===== src/rtl/cfgbank_pkg.sv =====
package cfgbank_pkg;

  localparam int unsigned CFG_W_DEFAULT = 448;

  typedef enum logic [1:0] {
    SRC_HOLD   = 2'd0,
    SRC_DFLT   = 2'd1,
    SRC_STAGE  = 2'd2
  } live_src_e;

  // Built-in image: set where exactly one of the two divisibility tests holds.
  function automatic logic dflt_bit(input int unsigned idx);
    logic by3;
    logic by5;
    by3 = ((idx % 3) == 0);
    by5 = ((idx % 5) == 0);
    return by3 ^ by5;
  endfunction

  // Staging copy takes priority over the default image.
  function automatic live_src_e pick_src(input logic want_dflt,
                                         input logic want_stage);
    live_src_e s;
    if (want_stage)     s = SRC_STAGE;
    else if (want_dflt) s = SRC_DFLT;
    else                s = SRC_HOLD;
    return s;
  endfunction

endpackage


===== src/rtl/cfg_dflt_image.sv =====
module cfg_dflt_image #(
  parameter int unsigned W = cfgbank_pkg::CFG_W_DEFAULT
) (
  output logic [W-1:0] image_o
);
  for (genvar g = 0; g < W; g++) begin : g_bit
    assign image_o[g] = cfgbank_pkg::dflt_bit(g);
  end
endmodule


===== src/rtl/cfg_stage_sr.sv =====
module cfg_stage_sr #(
  parameter int unsigned W = cfgbank_pkg::CFG_W_DEFAULT
) (
  input  logic         clk,
  input  logic         rst_n,
  input  logic         shift_en_i,
  input  logic         din_i,
  output logic [W-1:0] stage_o
);
  logic [W-1:0] stage_q;

  always_ff @(posedge clk or negedge rst_n) begin
    if (!rst_n) begin
      stage_q <= '0;
    end else if (shift_en_i) begin
      stage_q <= {stage_q[W-2:0], din_i};
    end
  end

  assign stage_o = stage_q;
endmodule


===== src/rtl/cfg_live_reg.sv =====
module cfg_live_reg #(
  parameter int unsigned W = cfgbank_pkg::CFG_W_DEFAULT
) (
  input  logic                   clk,
  input  logic                   rst_n,
  input  cfgbank_pkg::live_src_e src_i,
  input  logic [W-1:0]           dflt_i,
  input  logic [W-1:0]           stage_i,
  output logic [W-1:0]           word_o
);
  import cfgbank_pkg::*;

  logic [W-1:0] word_q;
  logic [W-1:0] word_d;

  always_comb begin
    unique case (src_i)
      SRC_STAGE: word_d = stage_i;
      SRC_DFLT:  word_d = dflt_i;
      default:   word_d = word_q;
    endcase
  end

  always_ff @(posedge clk or negedge rst_n) begin
    if (!rst_n) word_q <= dflt_i;
    else        word_q <= word_d;
  end

  assign word_o = word_q;
endmodule


===== src/rtl/cfg_rdbk_sr.sv =====
module cfg_rdbk_sr #(
  parameter int unsigned W = cfgbank_pkg::CFG_W_DEFAULT
) (
  input  logic         clk,
  input  logic         rst_n,
  input  logic         start_i,
  input  logic [W-1:0] word_i,
  output logic         dout_o,
  output logic         valid_o
);
  localparam int unsigned CW = $clog2(W + 1);

  logic [W-1:0]  snap_q;
  logic [CW-1:0] left_q;

  always_ff @(posedge clk or negedge rst_n) begin
    if (!rst_n) begin
      snap_q <= '0;
      left_q <= '0;
    end else if (start_i) begin
      snap_q <= word_i;
      left_q <= CW'(W);
    end else if (left_q != '0) begin
      snap_q <= {snap_q[W-2:0], 1'b0};
      left_q <= left_q - CW'(1);
    end
  end

  assign valid_o = (left_q != '0);
  assign dout_o  = valid_o & snap_q[W-1];
endmodule


===== src/rtl/cfg_param_bank.sv =====
module cfg_param_bank #(
  parameter int unsigned W = cfgbank_pkg::CFG_W_DEFAULT
) (
  input  logic         clk,
  input  logic         rst_n,
  input  logic         load_dflt_i,
  input  logic         load_stage_i,
  input  logic         shift_en_i,
  input  logic         shift_din_i,
  input  logic         rdbk_start_i,
  output logic         rdbk_dout_o,
  output logic         rdbk_valid_o,
  output logic [W-1:0] cfg_word_o
);
  import cfgbank_pkg::*;

  logic [W-1:0] dflt_img;
  logic [W-1:0] stage_q;
  live_src_e    live_src;
  logic         take_stage;
  logic         take_dflt;

  assign live_src   = pick_src(load_dflt_i, load_stage_i);
  assign take_stage = (live_src == SRC_STAGE);
  assign take_dflt  = (live_src == SRC_DFLT);

  cfg_dflt_image #(.W(W)) u_dflt (
    .image_o (dflt_img)
  );

  cfg_stage_sr #(.W(W)) u_stage (
    .clk        (clk),
    .rst_n      (rst_n),
    .shift_en_i (shift_en_i),
    .din_i      (shift_din_i),
    .stage_o    (stage_q)
  );

  cfg_live_reg #(.W(W)) u_live (
    .clk     (clk),
    .rst_n   (rst_n),
    .src_i   (live_src),
    .dflt_i  (dflt_img),
    .stage_i (stage_q),
    .word_o  (cfg_word_o)
  );

  cfg_rdbk_sr #(.W(W)) u_rdbk (
    .clk     (clk),
    .rst_n   (rst_n),
    .start_i (rdbk_start_i),
    .word_i  (cfg_word_o),
    .dout_o  (rdbk_dout_o),
    .valid_o (rdbk_valid_o)
  );
endmodule


===== config.mk =====
export PLATFORM = sky130hd
export DESIGN_NAME = cfg_param_bank
export DESIGN_NICKNAME = d
export VERILOG_FILES = /design/src/rtl/cfgbank_pkg.sv /design/src/rtl/cfg_dflt_image.sv /design/src/rtl/cfg_stage_sr.sv /design/src/rtl/cfg_live_reg.sv /design/src/rtl/cfg_rdbk_sr.sv /design/src/rtl/cfg_param_bank.sv
export SDC_FILE = /design/constraint.sdc
export NUM_CORES = 2
export LEC_CHECK = 0
export BUFFER_PORTS_ARGS = -buffer_cell sky130_fd_sc_hd__buf_4
export CAP_MARGIN = 20
export CELL_PAD_IN_SITES_DETAIL_PLACEMENT = 0
export CELL_PAD_IN_SITES_GLOBAL_PLACEMENT = 1
export CORE_UTILIZATION = 48
export DETAILED_ROUTE_END_ITERATION = 12
export PLACE_DENSITY_LB_ADDON = 0.1
export SETUP_SLACK_MARGIN = 0.3
export SLEW_MARGIN = 20
export SYNTH_ARGS = -nofsm -noshare
export SYNTH_HDL_FRONTEND = slang
export SYNTH_SLANG_ARGS = --single-unit

===== constraint.sdc =====
create_clock -name clk -period 3.1 [get_ports clk]
set_clock_uncertainty 0.15 [all_clocks]
set_input_delay 0.31 -clock clk [delete_from_list [all_inputs] [get_ports clk]]
set_output_delay 0.31 -clock clk [all_outputs]
set_load 0.02 [all_outputs]

==> reports/metrics.cfg <==
[cells_and_area]
area_growth_pct=19.8
layout_common_cells=dfrtp_1, nand2_1, o21ai_0, buf_4, mux2_2
num_antenna_cells=0
final_nets=5307
fin_util_pct=58.2
drive_above_1_share_pct=27.1
final_common_cell=dfrtp_1

[die]
num_rows=124
design.core.area_um2=115000
fp.dieW_um=343
die-area_um2=117000
ios=457
fp.dieH_um=343
initial_core_util_pct=48.6

[sta]
period_minus_slack_ns=3.05
tightest_slew_ns=0.878
maxSlewViolCount=0
setup_viol=0
finalWorstSetupSlack_ns=0.0541
slew_headroom_pct=41.5
clock.fmax_mhz=328
fin_crit_sh_pct=98.3
rsz0062_at_grt=yes
hold_viol_final=0

[place]
gp_congestion=0.765
place_worst_setup_slack_ns=0.378
dpl.hpwl_mm=79.6
portBuffers=456

[yosys]
synth_warnings=0
ys_seq_area_share_pct=61.2
netlist_area_um2=55700
synth_area_leaders=dfrtp_1, mux2_2, dfstp_2
synth.top_cell.area_share_pct=52.7
syn-mean-instance-area_um2=11.4
syn_nets=4889
synthCells=4881
synth_seq_cells=1353
yosysTopAreaCell=dfrtp_1
synth.distinct_cells=30

[flow_run]
max_cap_violations=0

[cts]
cts_buffer_depth=3
path_clk_slew_ns=0.06
htree_num_levels=4
cts_sinks=1353
cts_tree=built
insertion_delay_ns=0.74
cts_buffers=145
root_buffer=clkbuf_16

[power]
leakagePower_uw=0.0335
power_density_nw_per_um2=591
vdd_drop_max_mv=0.488

[grt]
grt_pass1_vias=35600
grt_max_degree=172
antenna_found_initial=0
grt_use_total_pct=21.5
grt_first_pass_wirelength_mm=202
gr-total-overflow=0

[critical_path]
criticalPathCategory=reg2out
rrSetupSlack_ns=0.26
crit_top_cell=or4_4
cp.arrival_ns=2.59
worstSetupEndpointType=output port
cp-start-kind=flip-flop
cp.required_ns=2.64
worstPathMaxFanout=3
cp_slowest_cell=or4_4
crit_chain=or4_4 -> or4_4 -> buf_16 -> and2_4 -> buf_6
max_stage_delay_ns=0.54

[routing]
wire_per_inst_um=18.7
drt-initial-drc-count=1997
firstDrtPassIters=11
routed_wl_mm=130
via_count=35800
ant_nets=0
viasPerCell=5.16
drc_errors=26

[min_path]
hp-class=in2async

[outcome]
status=complete, but fails checks
violations=design-rule violations

## cells in the mapped netlist
master    count
a211oi_1      1
a21o_1        1
a21oi_1       4
and2_1        1
buf_1         7
buf_2         7
buf_6        43
clkbuf_1    294
dfrtp_1    1173
dfstp_2     180
ha_1          1
inv_1         2
mux2_2      448
mux2i_1     449
nand2_1     898
nand2b_1    269
nand3_1       2
nand4b_1      1
nor2_1      187
nor2b_1       4
nor3_1        2
nor3b_1       1
nor4_1        1
o21ai_0     575
o21ai_1     322
o31ai_1       1
or2_2         1
or3_1         2
or4_1         3
xnor2_1       1
## worst paths after layout
kind | start | endpoint | cells past startpoint
min in group clk | shift_din_i | u_stage.stage_o[0]$_DFFE_PN0P_ | 3
max in group asynchronous | rst_n | u_live.word_o[261]$_DFFE_PN1P_ | 4
min reg2reg | u_stage.stage_o[164]$_DFFE_PN0P_ | u_live.word_o[164]$_DFFE_PN0P_ | 2
max reg2reg | u_rdbk.left_q[4]$_DFFE_PN0P_ | u_rdbk.snap_q[149]$_DFFE_PN0P_ | 9
min | rst_n | u_stage.stage_o[423]$_DFFE_PN0P_ | 2
max | u_rdbk.left_q[4]$_DFFE_PN0P_ | rdbk_dout_o | 5
## critical path: cells and delay by family (launching register included)
family                 cells  cell delay (ns)
buffers and inverters      2             0.28
DFF                        1             0.38
and+or+nand+nor            3             1.21
## area by class of cell
class / count / area (um^2)
fillers: 9714 / 47900
well taps: 1512 / 1890
flip-flops and latches: 1353 / 34100
clock inverters: 29 / 378
multi-input cells: 3175 / 20000
repair buffers: 622 / 5960
clock buffers: 235 / 4380
inverters: 2 / 7.51
## timing repair
action / CTS / global route
hold endpoints to repair: 603 / 0
setup endpoints to repair: 2 / 341
pin swaps: 3 / 1
gates cloned: 2 / 25
hold buffers: 6 / 0
gates resized for setup: 19 / 48
setup buffers: 5 / 13
## report_power, final
part | switching, uW | internal [uW] | leakage [uW]
registers | 615 | 18600 | 0.0179
logic | 1760 | 1150 | 0.0132
clock network | 6960 | 10300 | 0.00233
total | 9340 | 30100 | 0.0335
## through the flow
stage	hold slack (ns)	total power, uW	instance area, um^2	TNS, ns	instances
after CTS	0.0227	39900	65900	-0.0596	6890
after global placement	0.149	22400	60900	0	6613
after global routing	0.0573	41000	66700	-0.0379	6928
final	0.0146	39400	66700	0	6928
after detailed placement	0.158	22500	60900	0	6613
after floorplan	-0.136	21000	55700	0	4881
## flip-flops by register name, indices dropped and copies added (netlist names)
signal,count
u_rdbk.left_q,9
u_live.word_o,448
u_stage.stage_o,448
u_rdbk.snap_q,448
## cells by family (layout without fill, tap and decap cells)
kind of cell | Yosys count | count (layout) | share of synthesized area [%]
adders and majority gates | 1 | 1 | 0.0225
muxes | 897 | 897 | 17.1
buffers and inverters | 353 | 888 | 2.97
DFF | 1353 | 1353 | 61.2
AOI/OAI and AO/OA | 904 | 904 | 8.14
and+or+nand+nor | 1372 | 1372 | 10.5
xor gates and xnor gates | 1 | 1 | 0.0157
## layer usage
layer  global-route usage [%]  part of all wire (%)  vias to the layer above
li1                         -                     -                    17400
met3                     5.81                   5.9                      172
met2                     33.5                    47                      559
met5                        0                     0                        -
met1                     29.3                    45                    17700
met4                     6.72                   2.5                        0
No activity file was read; power rests on OpenSTA's default activity.
